==> config.mk <==
export PLATFORM = sky130hd
export DESIGN_NAME = spi_reg_engine
export DESIGN_NICKNAME = d
export VERILOG_FILES = /design/src/rtl/spi_reg_pkg.sv /design/src/rtl/spi_frame_shifter.sv /design/src/rtl/spi_reg_sequencer.sv /design/src/rtl/spi_reg_engine.sv
export SDC_FILE = /design/constraint.sdc
export NUM_CORES = 1
export LEC_CHECK = 0
export BUFFER_PORTS_ARGS = -buffer_cell sky130_fd_sc_hd__buf_2
export CORE_ASPECT_RATIO = 1.1
export CORE_MARGIN = 1
export CORE_UTILIZATION = 59
export DETAILED_ROUTE_END_ITERATION = 7
export PLACE_DENSITY_LB_ADDON = 0.05
export SLEW_MARGIN = 20
export SYNTH_ARGS = -nofsm -noshare
export SYNTH_HDL_FRONTEND = slang
export SYNTH_SLANG_ARGS = --single-unit
==> constraint.sdc <==
create_clock -name clk -period 2.5 [get_ports clk]
set_clock_uncertainty 0.05 [all_clocks]
set_input_delay 0.375 -clock clk [delete_from_list [all_inputs] [get_ports clk]]
set_output_delay 0.375 -clock clk [all_outputs]
set_load 0.01 [all_outputs]
==> src/rtl/spi_reg_pkg.sv <==
package spi_reg_pkg;

    typedef enum logic [1:0] {
        OP_IDX_WR  = 2'd0,
        OP_REG_WR  = 2'd1,
        OP_REG_RD  = 2'd2,
        OP_STAT_RD = 2'd3
    } op_e;

    // One serial frame: up to four bytes, left aligned, MSB sent first.
    typedef struct packed {
        logic [31:0] data;
        logic        four;   // 1: four bytes, 0: three bytes
    } frame_t;

    function automatic logic [7:0] start_code(logic id, logic rs, logic rw);
        return {5'b01110, id, rs, rw};
    endfunction

    function automatic logic [7:0] line_byte(logic [7:0] b, logic inv);
        return inv ? ~b : b;
    endfunction

    function automatic frame_t make_frame(logic [7:0] b0, logic [7:0] b1,
                                          logic [7:0] b2, logic [7:0] b3,
                                          logic four, logic inv);
        frame_t f;
        f.data = {line_byte(b0, inv), line_byte(b1, inv),
                  line_byte(b2, inv), four ? line_byte(b3, inv) : 8'h00};
        f.four = four;
        return f;
    endfunction

endpackage

==> src/rtl/spi_frame_shifter.sv <==
module spi_frame_shifter
    import spi_reg_pkg::*;
#(
    parameter int HALF_DIV = 32
) (
    input  logic        clk,
    input  logic        rst,
    input  logic        start,
    input  frame_t      frm,
    input  logic        miso,
    output logic        sclk,
    output logic        mosi,
    output logic        cs_n,
    output logic        done,
    output logic [31:0] rx
);
    localparam int DW = $clog2(2 * HALF_DIV + 1);
    localparam logic [DW-1:0] HALF_LAST = DW'(HALF_DIV - 1);
    localparam logic [DW-1:0] GAP_LAST  = DW'(2 * HALF_DIV - 1);

    typedef enum logic [1:0] {S_IDLE, S_SHIFT, S_GAP} sh_state_e;

    sh_state_e   st;
    logic [DW-1:0] div;
    logic [5:0]  bitn;
    logic [31:0] txs;
    logic        four_q;
    logic [5:0]  last_bit;

    assign last_bit = four_q ? 6'd31 : 6'd23;

    always_ff @(posedge clk) begin
        if (rst) begin
            st     <= S_IDLE;
            cs_n   <= 1'b1;
            sclk   <= 1'b0;
            mosi   <= 1'b0;
            done   <= 1'b0;
            div    <= '0;
            bitn   <= '0;
            txs    <= '0;
            four_q <= 1'b0;
            rx     <= '0;
        end else begin
            done <= 1'b0;
            case (st)
                S_IDLE: begin
                    if (start) begin
                        txs    <= frm.data;
                        mosi   <= frm.data[31];
                        four_q <= frm.four;
                        cs_n   <= 1'b0;
                        div    <= '0;
                        bitn   <= '0;
                        st     <= S_SHIFT;
                    end
                end
                S_SHIFT: begin
                    if (div == HALF_LAST) begin
                        div <= '0;
                        if (!sclk) begin
                            sclk <= 1'b1;
                            rx   <= {rx[30:0], miso};
                        end else begin
                            sclk <= 1'b0;
                            if (bitn == last_bit) begin
                                cs_n <= 1'b1;
                                mosi <= 1'b0;
                                st   <= S_GAP;
                            end else begin
                                bitn <= bitn + 6'd1;
                                txs  <= {txs[30:0], 1'b0};
                                mosi <= txs[30];
                            end
                        end
                    end else begin
                        div <= div + 1'b1;
                    end
                end
                default: begin
                    if (div == GAP_LAST) begin
                        div  <= '0;
                        done <= 1'b1;
                        st   <= S_IDLE;
                    end else begin
                        div <= div + 1'b1;
                    end
                end
            endcase
        end
    end

    // Phase-length checker for the clock ceiling.
    logic          sclk_q;
    logic [DW-1:0] ph;
    always_ff @(posedge clk) begin
        if (rst) begin
            sclk_q <= 1'b0;
            ph     <= '0;
        end else begin
            sclk_q <= sclk;
            if (sclk != sclk_q)          ph <= DW'(1);
            else if (ph < DW'(HALF_DIV)) ph <= ph + 1'b1;
        end
    end

    assert_phase_len_R8: assert property (@(posedge clk) disable iff (rst)
        (sclk != sclk_q) |-> (ph >= DW'(HALF_DIV)));

    assert_clk_inside_frame_R7: assert property (@(posedge clk) disable iff (rst)
        sclk |-> !cs_n);

    assert_mosi_hold_high_R7: assert property (@(posedge clk) disable iff (rst)
        (sclk && $past(sclk)) |-> $stable(mosi));

endmodule

==> src/rtl/spi_reg_sequencer.sv <==
module spi_reg_sequencer
    import spi_reg_pkg::*;
(
    input  logic        clk,
    input  logic        rst,
    input  logic        cmd_valid,
    input  logic [1:0]  cmd_op,
    input  logic [7:0]  cmd_reg,
    input  logic [15:0] cmd_wdata,
    input  logic        dev_id,
    input  logic        tx_invert,
    input  logic        frame_done,
    input  logic [31:0] rx,
    output logic        frame_start,
    output frame_t      frm,
    output logic        busy,
    output logic        done,
    output logic [15:0] rdata
);
    typedef enum logic [1:0] {Q_IDLE, Q_FIRST, Q_SECOND} seq_state_e;

    seq_state_e  st;
    op_e         op_q;
    logic [7:0]  reg_q;
    logic [15:0] wd_q;
    logic        id_q;
    logic        inv_q;
    logic        accept;

    assign accept = cmd_valid && !busy;

    function automatic frame_t first_frame(op_e op, logic [7:0] rg, logic id, logic inv);
        if (op == OP_STAT_RD)
            return make_frame(start_code(id, 1'b0, 1'b1), 8'h00, 8'h00, 8'h00, 1'b1, inv);
        return make_frame(start_code(id, 1'b0, 1'b0), 8'h00, rg, 8'h00, 1'b0, inv);
    endfunction

    function automatic frame_t second_frame(op_e op, logic [15:0] wd, logic id, logic inv);
        if (op == OP_REG_RD)
            return make_frame(start_code(id, 1'b1, 1'b1), 8'h00, 8'h00, 8'h00, 1'b0, inv);
        return make_frame(start_code(id, 1'b1, 1'b0), wd[15:8], wd[7:0], 8'h00, 1'b0, inv);
    endfunction

    always_ff @(posedge clk) begin
        if (rst) begin
            st          <= Q_IDLE;
            op_q        <= OP_IDX_WR;
            reg_q       <= '0;
            wd_q        <= '0;
            id_q        <= 1'b0;
            inv_q       <= 1'b0;
            frame_start <= 1'b0;
            frm         <= '0;
            busy        <= 1'b0;
            done        <= 1'b0;
            rdata       <= '0;
        end else begin
            frame_start <= 1'b0;
            done        <= 1'b0;
            case (st)
                Q_IDLE: begin
                    if (accept) begin
                        op_q        <= op_e'(cmd_op);
                        reg_q       <= cmd_reg;
                        wd_q        <= cmd_wdata;
                        id_q        <= dev_id;
                        inv_q       <= tx_invert;
                        frm         <= first_frame(op_e'(cmd_op), cmd_reg, dev_id, tx_invert);
                        frame_start <= 1'b1;
                        busy        <= 1'b1;
                        st          <= Q_FIRST;
                    end
                end
                Q_FIRST: begin
                    if (frame_done) begin
                        if (op_q == OP_IDX_WR || op_q == OP_STAT_RD) begin
                            if (op_q == OP_STAT_RD) rdata <= rx[15:0];
                            busy <= 1'b0;
                            done <= 1'b1;
                            st   <= Q_IDLE;
                        end else begin
                            frm         <= second_frame(op_q, wd_q, id_q, inv_q);
                            frame_start <= 1'b1;
                            st          <= Q_SECOND;
                        end
                    end
                end
                default: begin
                    if (frame_done) begin
                        if (op_q == OP_REG_RD) rdata <= rx[15:0];
                        busy <= 1'b0;
                        done <= 1'b1;
                        st   <= Q_IDLE;
                    end
                end
            endcase
        end
    end

    assert_accept_sets_busy_R9: assert property (@(posedge clk) disable iff (rst)
        (cmd_valid && !busy) |=> busy);

    assert_done_single_R10: assert property (@(posedge clk) disable iff (rst)
        done |=> !done);

    assert_done_idle_R10: assert property (@(posedge clk) disable iff (rst)
        done |-> !busy);

    assert_one_frame_index_R2: assert property (@(posedge clk) disable iff (rst)
        (frame_done && st == Q_FIRST && op_q == OP_IDX_WR) |=> (done && !frame_start));

    assert_rdata_kept_on_write_R10: assert property (@(posedge clk) disable iff (rst)
        (done && (op_q == OP_IDX_WR || op_q == OP_REG_WR)) |-> $stable(rdata));

endmodule

==> src/rtl/spi_reg_engine.sv <==
module spi_reg_engine
    import spi_reg_pkg::*;
#(
    parameter int SYS_HZ      = 250_000_000,
    parameter int REG_SCLK_HZ = 4_000_000
) (
    input  logic        clk,
    input  logic        rst,
    input  logic        cmd_valid,
    input  logic [1:0]  cmd_op,
    input  logic [7:0]  cmd_reg,
    input  logic [15:0] cmd_wdata,
    input  logic        dev_id,
    input  logic        tx_invert,
    output logic        busy,
    output logic        done,
    output logic [15:0] rdata,
    output logic        spi_sclk,
    output logic        spi_mosi,
    output logic        spi_cs_n,
    input  logic        spi_miso
);
    localparam int HALF_RAW = (SYS_HZ + 2 * REG_SCLK_HZ - 1) / (2 * REG_SCLK_HZ);
    localparam int HALF_DIV = (HALF_RAW < 1) ? 1 : HALF_RAW;

    logic        frame_start;
    logic        frame_done;
    frame_t      frm;
    logic [31:0] rx;

    spi_reg_sequencer u_seq (
        .clk         (clk),
        .rst         (rst),
        .cmd_valid   (cmd_valid),
        .cmd_op      (cmd_op),
        .cmd_reg     (cmd_reg),
        .cmd_wdata   (cmd_wdata),
        .dev_id      (dev_id),
        .tx_invert   (tx_invert),
        .frame_done  (frame_done),
        .rx          (rx),
        .frame_start (frame_start),
        .frm         (frm),
        .busy        (busy),
        .done        (done),
        .rdata       (rdata)
    );

    spi_frame_shifter #(.HALF_DIV(HALF_DIV)) u_shift (
        .clk   (clk),
        .rst   (rst),
        .start (frame_start),
        .frm   (frm),
        .miso  (spi_miso),
        .sclk  (spi_sclk),
        .mosi  (spi_mosi),
        .cs_n  (spi_cs_n),
        .done  (frame_done),
        .rx    (rx)
    );

    assert_idle_no_frame_R9: assert property (@(posedge clk) disable iff (rst)
        (!busy && !done) |=> spi_cs_n);

endmodule

* Word level (Yosys, flattened, before mapping)
Index checks and enable logic that the tools add are counted.
** Operators by class
- $add $sub $neg :: 2
- Equal/unequal tests :: 18
- Muxes and demuxes :: 83
- Bitwise operators :: 9
- Reductions and logical operators :: 24
** Operators by type and width (number)
- 2-to-1 mux 33 bit :: 7
- 2-to-1 mux 31 bit :: 4
- 2-to-1 mux 16 bit :: 5
- 2-to-1 mux 8 bit :: 9
- case mux 33 bit (2 select lines) :: 1
- case mux 31 bit (2 select lines) :: 1
- NOT 7 -> 8 bit :: 4
- case mux 16 bit (2 select lines) :: 1
- 2-to-1 mux 1 bit :: 29
- 2-to-1 mux 6 bit :: 4
- NOT 8 bit :: 3
- 2-to-1 mux 7 bit :: 3
- AND reduction 5 bit :: 4
- 2-to-1 mux 2 bit :: 9
- inequality test 2 x 1 -> 1 bit, second input constant :: 7
- case mux 7 bit (2 select lines) :: 1
- case mux 6 bit (2 select lines) :: 1
- AND reduction 4 bit :: 3
- case mux 1 bit (2 select lines) :: 5
- case mux 2 bit (2 select lines) :: 2
- nonzero test 2 bit :: 4
- adder 7 x 1 -> 7 bit, second input constant :: 1
- equality test 7 x 5 -> 1 bit, second input constant :: 1
- equality test 7 x 6 -> 1 bit, second input constant :: 1
- other kinds (15) :: 26
** Storage, ports and cells
- Bits in registers :: 141
- Word-level logic and storage cells :: 157

* Logic depth before layout (Yosys ltp)
- Depth in word-level cells :: 10
- Gate-level depth with buffers :: 8
- Gate-level depth less buffers :: 6

* Modules after synthesis
Synthesis repeated with hierarchy kept, for this count alone.
** Second synthesis, totals
- Cells, all modules :: 757
- Area, all modules :: 6478.7 um2
** Modules (own cells, without submodules)
- spi_frame_shifter :: instances 1, cells each 409, area each 3458.3 um2
- spi_reg_sequencer :: instances 1, cells each 348, area each 3020.4 um2

* Least setup slack after synthesis
Ideal clock, no wire load.
- Kind :: register -> register
- Start point :: register u_shift.div[0]
- End point :: register u_shift.rx[10]
- Data arrival time :: 1.676 ns
- Setup slack :: 0.647 ns
- Stages on the path, launching flop included :: 7
- Buffers on the path :: 1
- Cell sequence :: dfxtp_1 > ha_1 > nand4bb_4 > nor4_4 > buf_6 > mux2i_1 > nor2_1
** Between the ends
- Cells in the longest elaborated chain, start to end :: 2
** RTL lines
- from (decl) :: line spi_frame_shifter.sv:24 : logic [DW-1:0] div;
- from (signal assigned) :: line spi_frame_shifter.sv:77 : div <= div + 1'b1;
- from (signal assigned) :: line spi_frame_shifter.sv:86 : div <= div + 1'b1;
- equality test 7 x 5 -> 1 bit :: line spi_frame_shifter.sv:59 : if (div == HALF_LAST) begin
- AND reduction 3 bit (no line)
- to (signal assigned) :: line spi_frame_shifter.sv:63 : rx <= {rx[30:0], miso};
- to (decl) :: line spi_frame_shifter.sv:15 : output logic [31:0] rx
Every way passes these cells.
A chain may end at the register's enable or synchronous reset.

* Final worst setup path
- Start point :: register u_seq.op_q[0]
- End point :: register u_seq.frm[28] (netlist name)
** Between the ends
- Cells in the longest elaborated chain, start to end :: 10
** RTL lines
- from (decl) :: line spi_reg_sequencer.sv:23 : op_e op_q;
- from (signal assigned) :: line spi_reg_sequencer.sv:63 : op_q <= op_e'(cmd_op);
- equality test 2 bit :: line spi_reg_sequencer.sv:39 : if (op == OP_REG_RD)
- 2-to-1 mux 1 bit :: line spi_reg_sequencer.sv:39
- 2-to-1 mux 1 bit :: line spi_reg_sequencer.sv:76 : if (op_q == OP_IDX_WR || op_q == OP_STAT_RD) begin
- 2-to-1 mux 1 bit :: line spi_reg_sequencer.sv:75 : if (frame_done) begin
- 2-to-1 mux 1 bit :: line spi_reg_sequencer.sv:60 : case (st)
- 2-to-1 mux 1 bit :: line spi_reg_sequencer.sv:45 : if (rst) begin
- 2-to-1 mux 33 bit :: line spi_reg_sequencer.sv:41 : return make_frame(start_code(id, 1'b1, 1'b0), wd[15:8], wd[7:0], 8'h00, 1'b0, inv);
- 2-to-1 mux 33 bit :: line spi_reg_sequencer.sv:76
- 2-to-1 mux 33 bit :: line spi_reg_sequencer.sv:75
- case mux 33 bit (2 select lines) :: line spi_reg_sequencer.sv:60
Parallel ways exist; a longest one is shown, timed or not. The select of a mux whose other input is x is not followed.

==> metrics.txt <==
Hold Path Sink u_seq.wd_q[14]; CTS tree done; peak supply drop 400 uV; total clock sinks roughly 130; maximum clock path buffer count 2; n_diodes 0; number of max-cap violations 0; Fin. Hold Viols 0; Hold Path Depth 3; vias in the first global route roughly 4500; number of synthesized flops with an enable pin 0; critical path class flip-flop to flip-flop; core area between 0.009 and 0.01 mm^2; Starting DRT DRC Count roughly 300; kind of cell adding the most delay to the critical path compound AO/OA/AOI/OAI gates; Tcrit/Tclk final 0.865; Max-slew headroom 0.415; crit path buf inv count 1; setup TNS 0 ns; Finish-stage setup viols 0; Via density between 5 and 6; Worst R2R End u_seq.frm[28]; post-synth top area cell dfxtp_1; Max Fclk between 0.4 and 0.5 GHz; Post-Syn Instances 671; critical path startpoint u_seq.op_q[0]; Slew Viols, Final 0; gr ovfl total 0; leak pwr 0.00259 uW; Initial Utilization 0.613; Synth area leaders dfxtp_1 43%, mux2i_1 11%, nand2_1 5.3%; min-delay worst type primary input to flip-flop; share of post-route cells with drive strength above 1 0.174; Post-route DRC 0; Slowest-stage cell, CP a21o_1; status finished, final reports clean; first-pass GRT wire length ~21 mm; Root Buffer clkbuf_8; worst slack on hold paths about 0.046 ns; syn nets between 700 and 800; post-cts hold buffer count 0; FILL cells about 800; final wirelength 12.6 mm; routability congestion estimate about 0.79; Total Nets Final around 740; CTS buffer count 17; number of antenna-violating nets in the routed design 0; post-DP HPWL 8.33 mm; Final Critical Period about 2.2 ns; Cell Area, Synth approximately 0.006 mm^2; crit path launch type flip-flop; RSZ-0062 raised after global routing no; Distinct cells, synth 54; initial antenna violation count 0; Worst-path clk slew approximately 0.060 ns; hold_sp cmd_wdata[14]; H-tree levels 4; #FFs+latches synth 131; Worst R2R Start u_seq.op_q[0]; Setup Fix Bufs, Post-CTS 0; endpoint class of the critical path flip-flop; CP Max Fanout 31; Die Area 0.0108 mm^2; GRT Util Overall 0.247; Worst EP arrival around 2.5 ns; Power Dens Cells ~740 mW/mm^2; Seq/Total Area, Yosys 0.428; Skew-Pair Late Insertion Delay around 0.52 ns; pin count of the biggest net entering global routing 60; Max stage delay on crit path roughly 0.5 ns; post-layout util 0.697; worst path cell trace inv_1 -> ha_1 -> nand3b_1 -> a21o_1 -> a211o_1 -> o211a_1; Total Power between 5000 and 6000 uW; Area Overhead vs Synth 13.8%; post-CTS sizing 0; syn avg cell area 9.12 um^2; Die X between 90 and 100 um; Required @ worst endpoint between 2 and 3 ns; Die Span Y between 100 and 150 um; R2R setup slack roughly 0.34 ns; # IOs 53; num rows 38; Worst-Margin Slew roughly 0.88 ns; Yosys top cell area share 0.428; Ys Warns 0; R2R cell count 6; Async SR Flop Fraction 0; leading register cell type out of synthesis dfxtp_1; total number of vias between 4000 and 5000; Routed WL per cell ~15 um; port bufs between 50 and 60; First-pass DRT Iterations 5
## how the worst max path moves through the flow
stage,endpoint,slack [ns],depth (start not counted)
after floorplan,u_shift.rx[10],0.65,6
after global placement,u_seq.frm[28],0.47,6
after detailed placement,u_seq.frm[28],0.39,6
after CTS,u_shift.txs[9],0.32,6
after global routing,u_seq.frm[28],0.22,6
final,u_seq.frm[28],0.34,6
## final cells by class
class | count | area [um^2] | share of cell area
clock inverter | 14 | 156 | 0.0225
sequential | 131 | 2620 | 0.377
tap | 120 | 150 | 0.0216
clock buffer | 18 | 428 | 0.0614
multi-input combinational | 476 | 3190 | 0.459
inverter | 6 | 22.5 | 0.00323
timing repair buffer | 69 | 390 | 0.0561
## registers in the layout, summed over array words and instances (netlist names)
| register | flops |
|---|---|
| u_shift.cs_n | 1 |
| u_shift.sclk | 1 |
| u_shift.four_q | 1 |
| u_shift.st | 2 |
| u_seq.wd_q | 16 |
| u_shift.rx | 16 |
| u_seq.st | 2 |
| u_seq.rdata | 16 |
| u_shift.bitn | 6 |
| u_shift.mosi | 1 |
| u_seq.frame_start | 1 |
| u_shift.div | 7 |
| u_shift.done | 1 |
| u_seq.frm | 23 |
| u_seq.op_q | 2 |
| u_seq.id_q | 1 |
| u_seq.inv_q | 1 |
| u_seq.done | 1 |
| u_shift.txs | 31 |
| u_seq.busy | 1 |
## cell usage in the layout, fill, tap and decap left out, types with 6 or more instances in the layout
cell        netlist  final
nor3_1           10      9
a21oi_1          42     42
clkbuf_16         0     16
a31o_1           10     10
dfxtp_1         131    131
xor2_1           12     12
nand2b_1         10     10
a211oi_1          6      6
o21ai_0           9      9
mux2i_1          70     70
clkinvlp_4        0      6
nor2_1           48     48
a31oi_1          17     16
buf_2            11     51
nand3_1          21     21
inv_1             6      6
a31o_2           11     11
a211o_1           9      9
buf_4             5     18
nor2b_1          12     11
a2111oi_0        21     21
nand2_1          86     86
xnor2_1          23     23
a21boi_0          8      8
## per-layer routing
layer / wire length [um] / vias up / GRT usage
met3: 407 / 5 / 0.0494
met2: 6030 / 88 / 0.403
met5: 0 / - / 0
met1: 6120 / 2257 / 0.327
li1: - / 2446 / -
met4: 75 / 0 / 0.0893
## stage by stage
step / cell area [um^2] / instances / worst slack, ns
detailed placement: 6380 / 802 / 0.387
finish: 6960 / 834 / 0.337
floorplan: 6120 / 671 / 0.647
global route: 6960 / 834 / 0.216
CTS: 6960 / 834 / 0.325
global placement: 6380 / 802 / 0.472
## cell families (layout without fill, tap and decap cells)
logic type	Yosys count	after routing	share of synthesized area
AOI/OAI and AO/OA	153	153	0.176
DFF	131	131	0.428
muxes	70	70	0.114
xor gates and xnor gates	35	35	0.0501
buffers and inverters	64	107	0.0521
adders and majority gates	5	5	0.0102
and+or+nand+nor	213	213	0.169
## power breakdown
group          internal [uW]  total [uW]  leakage, uW  switching [uW]
registers               2160        2220      0.00106            60.4
clock network           1450        2400     0.000268             942
logic                    202         498      0.00126             296
total                   3820        5120      0.00259            1300
## Yosys cell counts, types with 5 or more instances
master     count
a31o_2        11
inv_1          6
a21o_1         5
nand2_1       86
xor2_1        12
nor2b_1       12
buf_4          5
nand2b_1      10
a31o_1        10
a211o_1        9
or3_1          5
xnor2_1       23
a2111oi_0     21
a31oi_1       17
mux2i_1       70
and2_1         5
dfxtp_1      131
nand3_1       21
buf_6          6
buf_2         11
nor3_1        10
a211oi_1       6
clkbuf_1      32
nor2_1        48
ha_1           5
a21oi_1       42
o21ai_0        9
a21boi_0       8
## worst register-to-register path, delay by kind of cell, from the launching register on
kind,cells,cell delay [ns]
AOI/OAI and AO/OA,3,1.02
DFF,1,0.35
adders and majority gates,1,0.33
and+or+nand+nor,1,0.24
buffers and inverters,1,0.06
Note: power is estimated with default switching activity, not from simulation.
